### config.mk
export PLATFORM = sky130hd
export DESIGN_NAME = dma_chan_top
export DESIGN_NICKNAME = d
export VERILOG_FILES = /design/src/rtl/dma_chan_pkg.sv /design/src/rtl/dma_chan_dp.sv /design/src/rtl/dma_chan_ctrl.sv /design/src/rtl/dma_chan_top.sv
export SDC_FILE = /design/constraint.sdc
export NUM_CORES = 1
export LEC_CHECK = 0
export ABC_AREA = 1
export BUFFER_PORTS_ARGS = -buffer_cell sky130_fd_sc_hd__clkbuf_2
export CORE_MARGIN = 1.5
export CORE_UTILIZATION = 30
export DETAILED_ROUTE_END_ITERATION = 10
export PLACE_DENSITY = 0.54
export SYNTH_ARGS = -nofsm -noshare
export SYNTH_HDL_FRONTEND = slang
export SYNTH_SLANG_ARGS = --single-unit
### constraint.sdc
create_clock -name clk -period 5.5 [get_ports clk]
set_clock_uncertainty 0.1 [all_clocks]
set_input_delay 0.275 -clock clk [delete_from_list [all_inputs] [get_ports clk]]
set_output_delay 0.275 -clock clk [all_outputs]
set_load 0.005 [all_outputs]
### src/rtl/dma_chan_pkg.sv
package dma_chan_pkg;

  // status register bit positions
  localparam int CS_ACTIVE  = 0;
  localparam int CS_END     = 1;
  localparam int CS_INT     = 2;
  localparam int CS_REQLVL  = 3;
  localparam int CS_WAITREQ = 5;
  localparam int CS_ERROR   = 8;
  localparam int CS_ABORT   = 30;
  localparam int CS_RESET   = 31;

  // descriptor control word bit positions
  localparam int TI_INTEN   = 0;
  localparam int TI_DINC    = 4;
  localparam int TI_DPACE   = 6;
  localparam int TI_DIGN    = 7;
  localparam int TI_SINC    = 8;
  localparam int TI_SPACE   = 10;
  localparam int TI_SIGN    = 11;
  localparam int TI_MAP_LSB = 16;
  localparam int TI_MAP_W   = 5;

  localparam int CB_FIELDS     = 6;   // words read from a descriptor
  localparam int CB_ALIGN_BITS = 6;   // 64-byte descriptor alignment

  // register word indices
  localparam logic [3:0] RI_CS     = 4'd0;
  localparam logic [3:0] RI_CB     = 4'd1;
  localparam logic [3:0] RI_TI     = 4'd2;
  localparam logic [3:0] RI_SRC    = 4'd3;
  localparam logic [3:0] RI_DST    = 4'd4;
  localparam logic [3:0] RI_LEN    = 4'd5;
  localparam logic [3:0] RI_STRIDE = 4'd6;
  localparam logic [3:0] RI_NEXT   = 4'd7;
  localparam logic [3:0] RI_DBG    = 4'd8;

  typedef enum logic [1:0] {SEL_CB, SEL_SRC, SEL_DST} memSel_e;

  typedef enum logic [3:0] {
    S_IDLE, S_FETCH, S_SETUP, S_RPACE, S_READ, S_WPACE, S_WRITE, S_BEND, S_RST
  } chanState_e;

  // decoded control-word fields used by the sequencer
  typedef struct packed {
    logic                srcIgn;
    logic                srcPace;
    logic                dstIgn;
    logic                dstPace;
    logic                intEn;
    logic [TI_MAP_W-1:0] perMap;
  } tiCtl_t;

  // strobes from the sequencer to the datapath
  typedef struct packed {
    memSel_e    memSel;
    logic       fetchClr;
    logic       fetchInc;
    logic       loadCb;
    logic       capture;
    logic       captureZero;
    logic       advance;
    logic       loadNext;
    logic       clear;
    logic [2:0] setErr;
  } dpStrobe_t;

endpackage

### src/rtl/dma_chan_dp.sv
module dma_chan_dp
  import dma_chan_pkg::*;
#(
  parameter int AW = 32
) (
  input  logic          clk,
  input  logic          rstN,
  input  dpStrobe_t     ctl,
  input  logic [31:0]   memRdata,
  input  logic          cbWe,
  input  logic [AW-1:CB_ALIGN_BITS] cbWrData,
  input  logic          dbgWe,
  input  logic [2:0]    dbgClr,
  output logic [AW-1:0] memAddr,
  output logic [31:0]   memWdata,
  output tiCtl_t        tiCtl,
  output logic [31:0]   tiReg,
  output logic [AW-1:0] cbAddr,
  output logic [AW-1:0] srcAddr,
  output logic [AW-1:0] dstAddr,
  output logic [31:0]   lenBytes,
  output logic [31:0]   strideReg,
  output logic [AW-1:0] nextCb,
  output logic [2:0]    dbgErr,
  output logic          fetchLast,
  output logic          lenDone,
  output logic          nextZero
);

  localparam int FIW = $clog2(CB_FIELDS);
  localparam logic [AW-1:0] STEP = AW'(4);

  logic [FIW-1:0] fetchIdx;
  logic [31:0]    dataBuf;

  always_ff @(posedge clk or negedge rstN) begin
    if (!rstN) begin
      fetchIdx <= '0;
      dataBuf  <= '0;
      tiReg    <= '0;
      cbAddr   <= '0;
      srcAddr  <= '0;
      dstAddr  <= '0;
      lenBytes <= '0;
      strideReg <= '0;
      nextCb   <= '0;
      dbgErr   <= '0;
    end else if (ctl.clear) begin
      fetchIdx <= '0;
      dataBuf  <= '0;
      tiReg    <= '0;
      cbAddr   <= '0;
      srcAddr  <= '0;
      dstAddr  <= '0;
      lenBytes <= '0;
      strideReg <= '0;
      nextCb   <= '0;
      dbgErr   <= '0;
    end else begin
      if (ctl.fetchClr)      fetchIdx <= '0;
      else if (ctl.fetchInc) fetchIdx <= fetchIdx + 1'b1;

      if (ctl.loadCb) begin
        unique case (fetchIdx)
          FIW'(0): tiReg     <= memRdata;
          FIW'(1): srcAddr   <= AW'(memRdata);
          FIW'(2): dstAddr   <= AW'(memRdata);
          FIW'(3): lenBytes  <= memRdata;
          FIW'(4): strideReg <= memRdata;
          default: nextCb    <= AW'(memRdata);
        endcase
      end

      if (ctl.capture)          dataBuf <= memRdata;
      else if (ctl.captureZero) dataBuf <= '0;

      if (ctl.advance) begin
        if (tiReg[TI_SINC]) srcAddr <= srcAddr + STEP;
        if (tiReg[TI_DINC]) dstAddr <= dstAddr + STEP;
        lenBytes <= lenBytes - 32'd4;
      end

      if (ctl.loadNext)
        cbAddr <= {nextCb[AW-1:CB_ALIGN_BITS], {CB_ALIGN_BITS{1'b0}}};
      else if (cbWe)
        cbAddr <= {cbWrData, {CB_ALIGN_BITS{1'b0}}};

      dbgErr <= (dbgErr & ~(dbgWe ? dbgClr : 3'b000)) | ctl.setErr;
    end
  end

  always_comb begin
    unique case (ctl.memSel)
      SEL_SRC: memAddr = srcAddr;
      SEL_DST: memAddr = dstAddr;
      default: memAddr = cbAddr + AW'({fetchIdx, 2'b00});
    endcase
  end

  assign memWdata  = dataBuf;
  assign fetchLast = (fetchIdx == FIW'(CB_FIELDS - 1));
  assign lenDone   = (lenBytes[31:2] == '0);
  assign nextZero  = (nextCb == '0);

  assign tiCtl.srcIgn  = tiReg[TI_SIGN];
  assign tiCtl.srcPace = tiReg[TI_SPACE];
  assign tiCtl.dstIgn  = tiReg[TI_DIGN];
  assign tiCtl.dstPace = tiReg[TI_DPACE];
  assign tiCtl.intEn   = tiReg[TI_INTEN];
  assign tiCtl.perMap  = tiReg[TI_MAP_LSB +: TI_MAP_W];

  // every step moves the length down by exactly one word
  p_len_step_r4: assert property (@(posedge clk) disable iff (!rstN)
    (ctl.advance && !ctl.clear) |=> (lenBytes == $past(lenBytes) - 32'd4));

endmodule

### src/rtl/dma_chan_ctrl.sv
module dma_chan_ctrl
  import dma_chan_pkg::*;
#(
  parameter int RST_CYCLES = 4
) (
  input  logic        clk,
  input  logic        rstN,
  input  logic        csWe,
  input  logic [31:0] csWrData,
  input  tiCtl_t      ti,
  input  logic        reqLevel,
  input  logic        fetchLast,
  input  logic        lenDone,
  input  logic        nextZero,
  input  logic        memAck,
  input  logic        memErr,
  output dpStrobe_t   ctl,
  output logic        memReq,
  output logic        memWe,
  output logic        active,
  output logic        endFlag,
  output logic        intFlag,
  output logic        abortReq,
  output logic        waiting,
  output logic        rstBusy
);

  localparam int RCW = (RST_CYCLES > 1) ? $clog2(RST_CYCLES) : 1;

  chanState_e state, stateNext;
  logic [RCW-1:0] rstCnt;
  logic setInt, setEnd;

  wire rstCmd   = csWe && csWrData[CS_RESET];
  wire startCmd = csWe && csWrData[CS_ACTIVE] && !csWrData[CS_RESET] && (state == S_IDLE);
  wire abortCmd = csWe && csWrData[CS_ABORT] && active;

  always_comb begin
    ctl       = '0;
    memReq    = 1'b0;
    memWe     = 1'b0;
    stateNext = state;
    setInt    = 1'b0;
    setEnd    = 1'b0;
    waiting   = 1'b0;
    unique case (state)
      S_IDLE: if (startCmd) begin
        ctl.fetchClr = 1'b1;
        stateNext    = S_FETCH;
      end
      S_FETCH: begin
        memReq     = 1'b1;
        ctl.memSel = SEL_CB;
        if (memErr) begin
          ctl.setErr = 3'b100;
          stateNext  = S_IDLE;
        end else if (memAck) begin
          ctl.loadCb = 1'b1;
          if (fetchLast) stateNext = S_SETUP;
          else           ctl.fetchInc = 1'b1;
        end
      end
      S_SETUP: begin
        if (abortReq)     stateNext = S_IDLE;
        else if (lenDone) stateNext = S_BEND;
        else              stateNext = S_RPACE;
      end
      S_RPACE: begin
        if (abortReq) stateNext = S_IDLE;
        else if (ti.srcPace && !reqLevel) waiting = 1'b1;
        else if (ti.srcIgn) begin
          ctl.captureZero = 1'b1;
          stateNext       = S_WPACE;
        end else stateNext = S_READ;
      end
      S_READ: begin
        memReq     = 1'b1;
        ctl.memSel = SEL_SRC;
        if (memErr) begin
          ctl.setErr = 3'b001;
          stateNext  = S_IDLE;
        end else if (memAck) begin
          ctl.capture = 1'b1;
          stateNext   = S_WPACE;
        end
      end
      S_WPACE: begin
        if (abortReq) stateNext = S_IDLE;
        else if (ti.dstPace && !reqLevel) waiting = 1'b1;
        else if (ti.dstIgn) begin
          ctl.advance = 1'b1;
          stateNext   = S_SETUP;
        end else stateNext = S_WRITE;
      end
      S_WRITE: begin
        memReq     = 1'b1;
        memWe      = 1'b1;
        ctl.memSel = SEL_DST;
        if (memErr) begin
          ctl.setErr = 3'b010;
          stateNext  = S_IDLE;
        end else if (memAck) begin
          ctl.advance = 1'b1;
          stateNext   = S_SETUP;
        end
      end
      S_BEND: begin
        setInt = ti.intEn;
        if (nextZero) begin
          setEnd    = 1'b1;
          stateNext = S_IDLE;
        end else begin
          ctl.loadNext = 1'b1;
          ctl.fetchClr = 1'b1;
          stateNext    = S_FETCH;
        end
      end
      S_RST: if (rstCnt == '0) stateNext = S_IDLE;
      default: stateNext = S_IDLE;
    endcase
    if (rstCmd) begin
      ctl.clear = 1'b1;
      stateNext = S_RST;
    end
  end

  always_ff @(posedge clk or negedge rstN) begin
    if (!rstN) begin
      state    <= S_IDLE;
      rstCnt   <= '0;
      endFlag  <= 1'b0;
      intFlag  <= 1'b0;
      abortReq <= 1'b0;
    end else begin
      state <= stateNext;
      if (rstCmd)                          rstCnt <= RCW'(RST_CYCLES - 1);
      else if (state == S_RST && rstCnt != '0) rstCnt <= rstCnt - 1'b1;

      if (rstCmd)                        endFlag <= 1'b0;
      else if (setEnd)                   endFlag <= 1'b1;
      else if (csWe && csWrData[CS_END]) endFlag <= 1'b0;

      if (rstCmd)                        intFlag <= 1'b0;
      else if (setInt)                   intFlag <= 1'b1;
      else if (csWe && csWrData[CS_INT]) intFlag <= 1'b0;

      if (rstCmd || stateNext == S_IDLE) abortReq <= 1'b0;
      else if (abortCmd)                 abortReq <= 1'b1;
    end
  end

  assign active  = (state != S_IDLE) && (state != S_RST);
  assign rstBusy = (state == S_RST);

  // a reset write is visible as busy on the next cycle, with the channel stopped
  p_reset_busy_r12: assert property (@(posedge clk) disable iff (!rstN)
    rstCmd |=> (rstBusy && !active));

  // done only ever rises together with the channel stopping
  p_end_idle_r6: assert property (@(posedge clk) disable iff (!rstN)
    $rose(endFlag) |-> !active);

  // the interrupt flag rises only for a descriptor that enables it
  p_int_enabled_r6: assert property (@(posedge clk) disable iff (!rstN)
    $rose(intFlag) |-> $past(ti.intEn));

  // a held source read stays held while the request line is low
  p_pace_hold_r9: assert property (@(posedge clk) disable iff (!rstN)
    (state == S_RPACE && ti.srcPace && !reqLevel && !abortReq && !csWe) |=> (state == S_RPACE));

  // an error response stops the channel on the next cycle
  p_err_stop_r11: assert property (@(posedge clk) disable iff (!rstN)
    (memReq && memErr) |=> !active);

  // a pending abort never survives into idle
  p_abort_clear_r10: assert property (@(posedge clk) disable iff (!rstN)
    !active |-> !abortReq);

endmodule

### src/rtl/dma_chan_top.sv
module dma_chan_top
  import dma_chan_pkg::*;
#(
  parameter int AW         = 32,
  parameter int NUM_PERIPH = 4,
  parameter int RST_CYCLES = 4
) (
  input  logic                  clk,
  input  logic                  rstN,
  input  logic [3:0]            regSel,
  input  logic                  regWe,
  input  logic [31:0]           regWrData,
  output logic [31:0]           regRdData,
  output logic                  memReq,
  output logic                  memWe,
  output logic [AW-1:0]         memAddr,
  output logic [31:0]           memWdata,
  input  logic [31:0]           memRdata,
  input  logic                  memAck,
  input  logic                  memErr,
  input  logic [NUM_PERIPH-1:0] periphReq,
  output logic                  irq
);

  dpStrobe_t     ctl;
  tiCtl_t        tiCtl;
  logic [31:0]   tiReg, lenBytes, strideReg;
  logic [AW-1:0] cbAddr, srcAddr, dstAddr, nextCb;
  logic [2:0]    dbgErr;
  logic fetchLast, lenDone, nextZero;
  logic active, endFlag, intFlag, abortReq, waiting, rstBusy;
  logic reqLevel;

  wire csWe  = regWe && (regSel == RI_CS);
  wire cbWe  = regWe && (regSel == RI_CB) && !active && !rstBusy;
  wire dbgWe = regWe && (regSel == RI_DBG);

  wire unusedWrBits = ^{regWrData[29:CS_ERROR], regWrData[7:3]};

  always_comb begin
    reqLevel = 1'b0;
    for (int i = 0; i < NUM_PERIPH; i++)
      if (tiCtl.perMap == TI_MAP_W'(i)) reqLevel = periphReq[i];
  end

  dma_chan_ctrl #(.RST_CYCLES(RST_CYCLES)) i_ctrl (
    .clk, .rstN,
    .csWe, .csWrData(regWrData),
    .ti(tiCtl), .reqLevel, .fetchLast, .lenDone, .nextZero,
    .memAck, .memErr,
    .ctl, .memReq, .memWe,
    .active, .endFlag, .intFlag, .abortReq, .waiting, .rstBusy
  );

  dma_chan_dp #(.AW(AW)) i_dp (
    .clk, .rstN, .ctl, .memRdata,
    .cbWe, .cbWrData(regWrData[AW-1:CB_ALIGN_BITS]),
    .dbgWe, .dbgClr(regWrData[2:0]),
    .memAddr, .memWdata, .tiCtl, .tiReg,
    .cbAddr, .srcAddr, .dstAddr, .lenBytes, .strideReg, .nextCb,
    .dbgErr, .fetchLast, .lenDone, .nextZero
  );

  always_comb begin
    regRdData = '0;
    unique case (regSel)
      RI_CS: begin
        regRdData[CS_RESET]   = rstBusy;
        regRdData[CS_ABORT]   = abortReq;
        regRdData[CS_ERROR]   = |dbgErr;
        regRdData[CS_WAITREQ] = waiting;
        regRdData[CS_REQLVL]  = reqLevel;
        regRdData[CS_INT]     = intFlag;
        regRdData[CS_END]     = endFlag;
        regRdData[CS_ACTIVE]  = active;
      end
      RI_CB:     regRdData = 32'(cbAddr);
      RI_TI:     regRdData = tiReg;
      RI_SRC:    regRdData = 32'(srcAddr);
      RI_DST:    regRdData = 32'(dstAddr);
      RI_LEN:    regRdData = lenBytes;
      RI_STRIDE: regRdData = strideReg;
      RI_NEXT:   regRdData = 32'(nextCb);
      RI_DBG:    regRdData = {29'b0, dbgErr};
      default:   regRdData = '0;
    endcase
  end

  assign irq = intFlag;

  // an unanswered request keeps its address until answered
  p_req_hold_r13: assert property (@(posedge clk) disable iff (!rstN)
    (memReq && !memAck && !memErr && !(csWe && regWrData[CS_RESET]))
      |=> (memReq && $stable(memAddr)));

  // the descriptor address cannot change while the channel runs, except by chaining
  p_cb_locked_r2: assert property (@(posedge clk) disable iff (!rstN)
    (active && !ctl.loadNext && !(csWe && regWrData[CS_RESET])) |=> $stable(cbAddr));

endmodule

==> flow_summary.yaml, run 1 <==
critical_path:
  worstSetupPathType: "flip-flop to primary output"
  cp.required_ns: 5.12
  worst_setup_path_start_kind: "flip-flop"
  r2r_slack_ns: 2.08
  end_kind: "primary output"
  crit_fanout: 57
  arrival_ns: 3.50
place:
  hpwl_um: 51400
  dpl-instance-area_mm2: 0.0174
  port_buffers: 172
  pre_cts_ws_ns: 2.08
  globalplace.congestion: 0.936
clock_network:
  path_clk_slew_ns: 0.06
  cts_buffer_depth: 3
  tritoncts: "yes"
  htreeDepth: 2
  clock-root-buffer: "clkbuf_16"
  cts_buffers: 34
  cts_setup_buffers: 0
  ctsResizeCount: 0
  clock_latency_ns: 0.55
  cts_sinks: 265
sta:
  rsz0062_at_grt: "false"
  setup-tns-final_ns: 0
  hold_viol: 1
  worst_pin_slew_ns: 1.16
  slew_viol_final: 0
  finalCriticalPeriod_ns: 3.88
  finalCritPeriodShare_pct: 70.5
  max_freq_ghz: 0.258
  whs_ns: -0.00334
  slew_headroom_pct: 22.8
  setup_viol: 0
  worst_slack_ns: 1.62
global_route:
  grt-ovfl-total: 0
  grt_pass1_wl_um: 102000
  grt_most_used_layer: "met2"
  grt_max_degree: 161
  grt_pass1_vias: 15600
  grt_usage_pct: 25.1
  gr-usage-met1_pct: 35.8
  use_met3_pct: 3.99
  antenna_found_initial: 2
  grt_use_met2_pct: 38.3
cells_and_area:
  seqCellArea_mm2: 0.00663
  final_cell_area_mm2: 0.0187
  fillers: 5611
  final_common_cell: "nand2_1"
  fin_nets: 2431
  area_growth_syn_to_layout_pct: 17.2
  mostFrequentLayoutCells: "557 x nand2_1, 269 x o21ai_0, 265 x dfrtp_1"
  multi_input_area_mm2: 0.00793
  fin_util_pct: 35.6
  drive_gt1_share_pct: 12.7
detailed_routing:
  drt_iter0_drc: 1889
  ant_nets: 0
  via_count: 16500
  wl_um: 69200
  drt_first_pass_iters: 6
  drcViolationCount: 0
  avgViaCountPerCell: 5.42
  wire_per_inst_um: 22.7
pwr:
  combPwrFrac_pct: 23.2
  switching_power_uw: 2290
  p_sw_share_pct: 35.4
  p_leak_uw: 0.00872
  p_clk_share_pct: 35.2
  p_per_area_mw_per_mm2: 345
  ir_drop_mv: 0.216
  cellInternalPower_uw: 4170
  p_seq_share_pct: 41.6
yosys:
  synth.net_count: 2290
  async_reset_ff_share_pct: 100
  syn_area_per_cell_um2: 7.27
  ys_types: 48
  ys_warn_count: 0
  syn_area_mm2: 0.0160
  synthCells: 2200
  synth-edff-count: 0
  seq_area_frac_synth_pct: 41.5
  synth_flop_cell: "dfrtp_1"
  ys_ff_latch: 265
die:
  fp.dieArea_mm2: 0.0547
  initial_core_util_pct: 30.4
  die_x_um: 234
  coreArea_mm2: 0.0527
  die_h_um: 234
  ios: 176
  placementRows: 84
run_status:
  outcome: "finished with violations"
  violations: "hold timing"
job:
  cap_violations: 0
worst_hold_path:
  holdCritPathClass: "input pin to flip-flop"
==> state kept, by name, summed over array words and instances, names as in the netlist, 4 cells and up <==
name,cells
i_dp.nextCb,32
i_dp.lenBytes,32
i_dp.memWdata,32
i_dp.dstAddr,32
i_dp.srcAddr,32
i_ctrl.state,4
i_dp.strideReg,32
i_dp.tiReg,32
i_dp.cbAddr,26
==> critical path, cell delays in order (launching register included) <==
cell,delay [ns]
dfrtp_1,0.41
inv_1,0.22
nand2_1,0.15
nor2_1,0.28
inv_1,0.14
ha_2,1.00
inv_1,0.27
a22oi_1,0.32
clkbuf_2,0.17
==> power groups by stage <==
stage | Combinational (µW) | Sequential [µW] | Clock [µW]
finish | 1500 | 2690 | 2280
floorplan | 861 | 2600 | 0
detailed placement | 1460 | 2710 | 0
global placement | 1440 | 2700 | 0
CTS | 1490 | 2680 | 2310
global route | 1680 | 2740 | 2400
==> metrics by stage <==
stage	cells	hold slack [ns]	total power, µW
global route	3051	0.0165	6810
detailed placement	2971	0.0713	4170
CTS	3051	0.000918	6480
finish	3053	-0.00334	6460
floorplan	2200	-0.121	3460
global placement	2971	0.0740	4140
==> cell usage after synthesis (all sizes together) (4+ instances only) <==
cell type	n	area share [%]
a221oi	36	2.0
nand2	580	14
ha	13	1.0
nand4	21	0.82
nor4	4	0.16
nand3	96	3.1
nor3	52	1.8
dfrtp	265	41
clkbuf	55	1.3
xor2	45	2.5
a31oi	5	0.27
o211ai	34	1.6
nor2	165	4.2
mux2i	7	0.44
o2111ai	12	0.66
a21oi	92	3.0
o22ai	98	3.8
buf	49	1.8
inv	260	6.1
o21ai	292	9.2
==> metal layers <==
layer | vias up | wire length, µm
met5 | - | 0
met1 | 8095 | 30800
li1 | 7644 | -
met2 | 681 | 30400
met4 | 0 | 2630
met3 | 124 | 5370
==> layout make-up <==
class	count	share of cell area, %
antenna	2	0.0267
clock buffer	46	5.26
clock inverter	12	0.714
inverter	262	5.25
multi-input combinational	1569	42.3
sequential	265	35.4
tap	688	4.59
timing repair buffer	209	6.49
==> repair_timing <==
| item | 4_1_cts | 5_1_grt |
|---|---|---|
| hold buffers | 22 | 0 |
| setup endpoints to repair | 0 | 0 |
| endpoints found under the hold margin | 55 | 0 |
==> logic make-up after synthesis <==
kind of cell,synth area share [%]
AOI/OAI and AO/OA,21.0
xor gates and xnor gates,2.46
adders and majority gates,1.02
buffers and inverters,9.20
DFF,41.5
muxes,0.438
and+or+nand+nor,24.4
==> worst paths after layout <==
path,startpoint,endpoint,cells past startpoint
setup reg to reg,i_ctrl.state[3],i_dp.dstAddr[24],8
max in group asynchronous,rstN,i_ctrl.state[0],3
setup / recovery,i_ctrl.state[1],memAddr[27],8
min in group asynchronous,rstN,i_dp.srcAddr[21],2
hold / removal,regWrData[7],i_dp.cbAddr[7],5
hold reg to reg,i_dp.nextCb[24],i_dp.nextCb[24],2
(Power assumes the default switching activity.)
==> run 2: changes to the inputs <==
==> constraint.sdc (replaced) <==
create_clock -name clk -period 3.78 [get_ports clk]
set_clock_uncertainty 0.1 [all_clocks]
set_input_delay 0.189 -clock clk [delete_from_list [all_inputs] [get_ports clk]]
set_output_delay 0.189 -clock clk [all_outputs]
set_load 0.005 [all_outputs]
==> run 2 against run 1 <==
Effect of this change:
- the flow now finishes without violations
- count of clock-buffer cells in the layout fell by 4
- register-to-register slack worse by 1.3 ns
- power is 42% higher
- clock power rose by 33%
- hold slack better by 0.025 ns
- non-clock buffer count up 60
- flip-flop and latch count stayed put
- cell count increased by 1.9%
- critical path type unchanged
==> flow_summary.yaml, run 2 (synthesis gave the netlist of run 1 again) <==
place:
  globalplace.congestion: 0.935
  dpl-instance-area_mm2: 0.0176
  port_buffers: 172
  hpwl_um: 52400
cells_and_area:
  fin_nets: 2488
  diodes: 0
  drive_gt1_share_pct: 13.0
  final_cell_area_mm2: 0.0192
  area_growth_syn_to_layout_pct: 20.2
  mostFrequentLayoutCells: "557 x nand2_1, 269 x o21ai_0, 265 x dfrtp_1"
  fin_util_pct: 36.5
  fillers: 5570
  final_common_cell: "nand2_1"
detailed_routing:
  drt_iter0_drc: 1867
  avgViaCountPerCell: 5.41
  via_count: 16800
  drcViolationCount: 0
  ant_nets: 0
  wl_um: 70200
  wire_per_inst_um: 22.6
  drt_first_pass_iters: 5
worst_hold_path:
  holdCritPathClass: "input pin to flip-flop"
  hold_start: "regWrData[31]"
  min_delay_path_depth: 5
  holdPathEnd: "i_dp.cbAddr[31]"
die:
  initial_core_util_pct: 30.4
  die_h_um: 234
  ios: 176
  placementRows: 84
  coreArea_mm2: 0.0527
  fp.dieArea_mm2: 0.0547
  die_x_um: 234
sta:
  hold_viol: 0
  setup_viol: 0
  worst_pin_slew_ns: 1.00
  slew_viol_final: 0
  rsz0062_at_grt: "false"
  max_freq_ghz: 0.280
  whs_ns: 0.0220
  setup-tns-final_ns: 0
  finalCriticalPeriod_ns: 3.57
  slew_headroom_pct: 33.3
  finalCritPeriodShare_pct: 94.5
critical_path:
  worstSetupPathType: "flip-flop to primary output"
  arrival_ns: 3.28
  worst_setup_path_start_kind: "flip-flop"
  crit_fanout: 28
  reg2reg_depth: 10
  cpMaxStageDelayCell: "inv_2"
  r2r-start: "i_dp.tiReg[20]"
  r2r_slack_ns: 0.75
  path_cells: "inv_1 > nand2_1 > nor2_1 > inv_1 > ha_1 > inv_2 > o22ai_1 > nand2_1 > o21ai_0 > clkbuf_2"
  cp.required_ns: 3.49
  regToRegEndpoint: "i_dp.srcAddr[18]"
  end_kind: "primary output"
  max_stage_delay_ns: 0.50
clock_network:
  cts_sinks: 265
  cts_buffer_depth: 3
  cts_setup_buffers: 0
  cts_buffers: 31
  tritoncts: "yes"
  path_clk_slew_ns: 0.07
  htreeDepth: 1
  clock_latency_ns: 0.60
  clock-root-buffer: "clkbuf_16"
  ctsResizeCount: 0
job:
  cap_violations: 0
run_status:
  outcome: "finished clean"
pwr:
  ir_drop_mv: 0.319
  p_per_area_mw_per_mm2: 478
  p_leak_uw: 0.00895
  p_total_uw: 9190
global_route:
  grt_use_met2_pct: 39.3
  grt_pass1_vias: 15800
  grt_most_used_layer: "met2"
  grt_usage_pct: 25.2
  grt-ovfl-total: 0
  grt_pass1_wl_um: 103000
  grt_max_degree: 112
  antenna_found_initial: 1
  use_met3_pct: 2.98
  gr-usage-met1_pct: 36.2
-- run 2: cell count changes in the layout (fill, tap and decap cells not counted), sizes merged --
cell / previous run / this run
dlygate4sd3: 22 / 63
inv: 262 / 261
buf: 16 / 35
clkbuf: 217 / 213
diode: 2 / 0
bufinv: 1 / 2
clkinvlp: 2 / 3
clkinv: 9 / 12
-- run 2: layout make-up --
| cell class | instances | area [µm²] | share of cell area [%] |
|---|---|---|---|
| inverters | 262 | 983 | 5.12 |
| flip-flops and latches | 265 | 6630 | 34.5 |
| repair buffers | 269 | 1820 | 9.46 |
| multi-input cells | 1569 | 7930 | 41.2 |
| clock buffers | 42 | 857 | 4.46 |
| clock inverters | 16 | 145 | 0.755 |
| well taps | 688 | 861 | 4.48 |
-- run 2: worst max-delay path by stage --
stage / start / to / slack (ns)
2_1_floorplan: i_ctrl.state[1] / memAddr[10] / 1.59
3_3_place_gp: i_dp.tiReg[16] / i_dp.srcAddr[18] / 0.79
3_5_place_dp: i_dp.tiReg[20] / i_dp.srcAddr[18] / 0.81
4_1_cts: i_ctrl.state[1] / memAddr[8] / 0.21
5_1_grt: i_ctrl.state[1] / memAddr[27] / 0.02
6_report: i_ctrl.state[1] / memAddr[13] / 0.21
-- run 2: worst max-delay path: cells and delay by family (launching register included) --
family | cells | cell delay (ns)
AO/OA/AOI/OAI | 2 | 0.40
adder cells (fa/ha/maj) | 1 | 0.30
buffers and inverters | 4 | 0.98
flip-flops | 1 | 0.42
AND/OR/NAND/NOR | 3 | 0.55
-- run 2: per-stage QoR --
stage / setup WS (ns) / instances
final: 0.210 / 3111
after global routing: 0.0225 / 3111
after CTS: 0.212 / 3111
after detailed placement: 0.813 / 2990
after global placement: 0.795 / 2990
after floorplan: 1.59 / 2200
-- run 2: timing repair --
action | CTS | global route
setup endpoints to repair | 0 | 0
hold endpoints to repair | 226 | 0
hold buffers | 63 | 0
-- run 2: metal layers --
layer  share of wire, %  routed length, µm
met3                7.1               4970
met4                3.3               2350
met2                 45              31400
met1                 45              31500
met5                  0                  0
-- run 2: power breakdown --
group	internal, µW	total [µW]	leakage [µW]	switching (µW)
Clock	1720	3040	0.000492	1320
Sequential	3420	3920	0.00330	499
Combinational	771	2230	0.00515	1460
